==> src/rtl/fetch_thread_pick.sv <==
module fetch_thread_pick #(
  parameter int NTHR = 4,
  parameter int STW  = 3
) (
  input  logic                 clk,
  input  logic                 rst_n,
  input  logic [NTHR*STW-1:0]  thr_status,
  input  logic [NTHR-1:0]      act_mask,
  input  logic                 single_mode,
  input  logic                 pick,
  output logic [(NTHR>1 ? $clog2(NTHR) : 1)-1:0] gnt_id,
  output logic                 gnt_vld
);
  localparam int IW = (NTHR > 1) ? $clog2(NTHR) : 1;
  localparam logic [STW-1:0] ST_IDLE = STW'(0);
  localparam logic [STW-1:0] ST_RUN  = STW'(1);
  localparam logic [STW-1:0] ST_DONE = STW'(2);

  logic [NTHR-1:0][IW-1:0] ord_q, ord_d;
  logic [NTHR-1:0] elig;
  logic            rr_hit, st_vld, one_act;
  logic [IW-1:0]   rr_id, hpos, first_act;

  for (genvar t = 0; t < NTHR; t++) begin : g_elig
    logic [STW-1:0] st;
    assign st = thr_status[t*STW +: STW];
    assign elig[t] = act_mask[t] && (st == ST_IDLE || st == ST_RUN || st == ST_DONE);
  end

  always_comb begin
    rr_hit = 1'b0;
    rr_id  = '0;
    hpos   = '0;
    for (int p = 0; p < NTHR; p++) begin
      if (!rr_hit && elig[ord_q[p]]) begin
        rr_hit = 1'b1;
        rr_id  = ord_q[p];
        hpos   = IW'(p);
      end
    end
  end

  always_comb begin
    first_act = '0;
    for (int t = NTHR - 1; t >= 0; t--)
      if (act_mask[t]) first_act = IW'(t);
  end

  assign one_act = ($countones(act_mask) == 1);
  assign st_vld  = one_act && elig[first_act];

  assign gnt_vld = single_mode ? st_vld : rr_hit;
  assign gnt_id  = !gnt_vld ? '0 : (single_mode ? first_act : rr_id);

  always_comb begin
    ord_d = ord_q;
    for (int p = 0; p < NTHR - 1; p++)
      if (p >= int'(hpos)) ord_d[p] = ord_q[p+1];
    ord_d[NTHR-1] = rr_id;
  end

  always_ff @(posedge clk) begin
    if (!rst_n) begin
      for (int p = 0; p < NTHR; p++) ord_q[p] <= IW'(p);
    end else if (pick && rr_hit && !single_mode) begin
      ord_q <= ord_d;
    end
  end
endmodule


==> config.mk <==
export PLATFORM = sky130hd
export DESIGN_NAME = fetch_thread_pick
export DESIGN_NICKNAME = d
export VERILOG_FILES = /design/src/rtl/fetch_thread_pick.sv
export SDC_FILE = /design/constraint.sdc
export NUM_CORES = 1
export LEC_CHECK = 0
export ABC_AREA = 1
export CAP_MARGIN = 30
export CORE_AREA = 4 4 43 60
export CTS_CLUSTER_SIZE = 40
export DETAILED_ROUTE_END_ITERATION = 10
export DIE_AREA = 0 0 47 64
export PLACE_DENSITY = 0.68
export SLEW_MARGIN = 25
export SYNTH_ARGS = -nofsm -noshare
export SYNTH_HDL_FRONTEND = slang
export SYNTH_SLANG_ARGS = --single-unit
==> constraint.sdc <==
create_clock -name clk -period 5.3 [get_ports clk]
set_input_delay 1.06 -clock clk [delete_from_list [all_inputs] [get_ports clk]]
set_output_delay 1.06 -clock clk [all_outputs]
set_load 0.005 [all_outputs]
==> flow_summary.toml <==
[outcome]
run_status = "finished, final reports clean"

[worst_hold_path]
hold_start = "ord_q[3]"
hold_path_depth = 2
min_to = "ord_q[3]"
hold_path.class = "flip-flop to flip-flop"

[detailed_routing]
via_per_inst = 5.322
ant_nets = 0
drc = 0
drt_iter0_markers = 19
drt_pass1_iterations = 4
wire_per_inst_um = 11.84
vias = 974
finalWirelength_mm = 2.167

[sta]
skew_ns = 0.004494
rsz0062_at_grt = "false"
setup_slack_ns = 0.4129
whs_ns = 0.5319
clock.fmax_mhz = 204.6
hold_viol = 0
layout_min_cycle_time_ns = 4.887
final.period_utilization_pct = 92.21
slew_viol_final = 0
slew-limit-headroom_pct = 83.65
fin_setup_tns_ns = 0
tightest_slew_ns = 0.2452
setup_viol = 0

[power]
p_leak_nw = 0.5581
swShare_pct = 36.98
internal_power_mw = 0.1343
powerDensity_nw_per_um2 = 196.5
max-vdd-ir-drop_mv = 0.1664
pwr-share-seq_pct = 34.4
p_sw_mw = 0.07883
power_mw = 0.2132
p_comb_share_pct = 44.1
pwr-share-clk_pct = 21.5

[clocking]
clk_latency_ns = 0.26
holdBufCountCts = 0
cts_root_buffer = "clkbuf_4"
htreeDepth = 1
clk_pin_slew_ns = 0.05
post_cts_buffers = 0
clock-sinks = 8
clk_path_buf_depth = 2
cts-resized-gates = 0
numCtsBuffers = 3
cts_tree = "yes"

[global_routing]
overflow = 0
grt_pass1_wl_mm = 3.650
track_usage_pct = 15.95
grt_max_degree = 9
grt_pass1_vias = 959
antenna_found_initial = 0

[placed_design]
hpwlAfterDp_mm = 1.867
dpl-instance-area_um2 = 1062
dp.cells = 180
place_ws_ns = 0.3844
gp_congestion = 0.9297
io_buffers = 22

[yosys]
ys_seq_area_share_pct = 19.66
yosysUniqueCellTypes = 19
syn_area_um2 = 814.5
synth.avg_cell_area_um2 = 5.989
syn_inst = 136
ys_ff_latch = 8
yosysWarnings = 0
syn_nets = 159

[layout]
syn_to_final_growth_pct = 33.18
fin_nets = 186
largestRegisters = "ord_q: 8 flops"
largest_reg_flops = 8
fin_area_um2 = 1085
postLayoutCoreUtil_pct = 51.61
n_antenna_cell = 0
top_register = "ord_q"
fillers = 222
drive_gt1_share_pct = 10.56
final_cells = 183

[floorplanning]
rows = 20
die_x_um = 47
ios = 23
dieArea_um2 = 3008
dieHeight_um = 64
core-area_um2 = 2102
start_util_pct = 38.75

[setup_path]
worst_setup_path_end_kind = "primary output"
crit_arrival_ns = 3.83
reg2reg_depth = 11
timing.critical_path.from_type = "input port"
r2r-start = "ord_q[0]"
worstPathMaxFanout = 6
critPathKind = "input port to primary output"
r2r_end = "ord_q[5]"
r2r_slack_ns = 3.85
crit_required_ns = 4.24

[flow_run]
cap_violations = 0
-- worst max-delay path by stage --
stage,from,slack [ns],cells after the start,endpoint
finish,act_mask[0],0.41,12,gnt_id[0]
global route,act_mask[0],0.19,12,gnt_id[1]
CTS,act_mask[0],0.39,12,gnt_id[0]
detailed placement,act_mask[0],0.38,12,gnt_id[0]
global placement,act_mask[0],0.45,12,gnt_id[0]
floorplan,act_mask[0],1.59,10,gnt_id[0]
-- layer usage --
| layer | track usage [%] | wire, µm | vias up |
|---|---|---|---|
| met1 | 16.41 | 882 | 441 |
| met4 | 9.343 | 44 | 0 |
| met5 | 0 | 0 | - |
| met3 | 1.127 | 62 | 5 |
| li1 | - | - | 513 |
| met2 | 28.91 | 1178 | 15 |
-- cells in the final DEF, fill, tap and decap left out, drive strengths merged --
cell / count
nand2: 37
nand3: 26
o211ai: 2
dfxtp: 8
nand3b: 1
inv: 23
a21oi: 3
ha: 2
nand4: 15
clkbuf: 3
o21ai: 3
clkdlybuf4s50: 22
fa: 1
or2: 1
nor2: 11
nor3: 3
-- cell usage after synthesis --
master    instances  area share [%]
dfxtp_1           8              20
nand4_1          15              12
nand3_1          21              13
nor2_2            1            0.77
nand3_2           5             6.1
a21oi_2           1             1.1
inv_2             1            0.46
nand3b_2          1             1.4
o211ai_1          2             1.8
a21oi_1           2             1.2
nand2_2           4             3.1
fa_1              1             2.5
o21ai_0           3             1.8
nor3_1            3             1.8
nand2_1          33              15
ha_1              2             3.1
or2_2             1            0.77
nor2_1           10             4.6
inv_1            22              10
-- cell type report --
class	count	area, µm²	share of cell area (%)
Multi-Input combinational cell	105	568.0	52.36
Clock buffer	3	22.52	2.076
Tap cell	22	27.53	2.537
Inverter	23	86.33	7.958
Sequential cell	8	160.2	14.76
Timing Repair Buffer	22	220.2	20.30
-- power by group through the flow --
stage          sequential, mW  combinational [mW]  clock (mW)
2_1_floorplan          0.0719              0.0599           0
3_3_place_gp           0.0741              0.0928           0
4_1_cts                0.0729              0.0950      0.0490
6_report               0.0732              0.0940      0.0459
5_1_grt                0.0737               0.106      0.0514
3_5_place_dp           0.0742              0.0947           0
-- worst max-delay path, cell delays in order --
cell and delay, ns:
clkdlybuf4s50_1 0.57, inv_1 0.14, fa_1 0.54, inv_1 0.04, ha_1 0.17, ha_1 0.27
nor3_1 0.18, nand3_1 0.09, nand2_1 0.11, nand2_1 0.06, nor2_1 0.10, clkdlybuf4s50_1 0.50
-- logic make-up (layout without fill, tap and decap cells) --
family	Yosys count	count (layout)	share of synthesized area [%]
AOI/OAI and AO/OA	8	8	5.990
adders and majority gates	3	3	5.530
buffers and inverters	23	48	10.60
DFF	8	8	19.66
and+or+nand+nor	94	94	58.22
No activity file was read; power rests on OpenSTA's default activity.
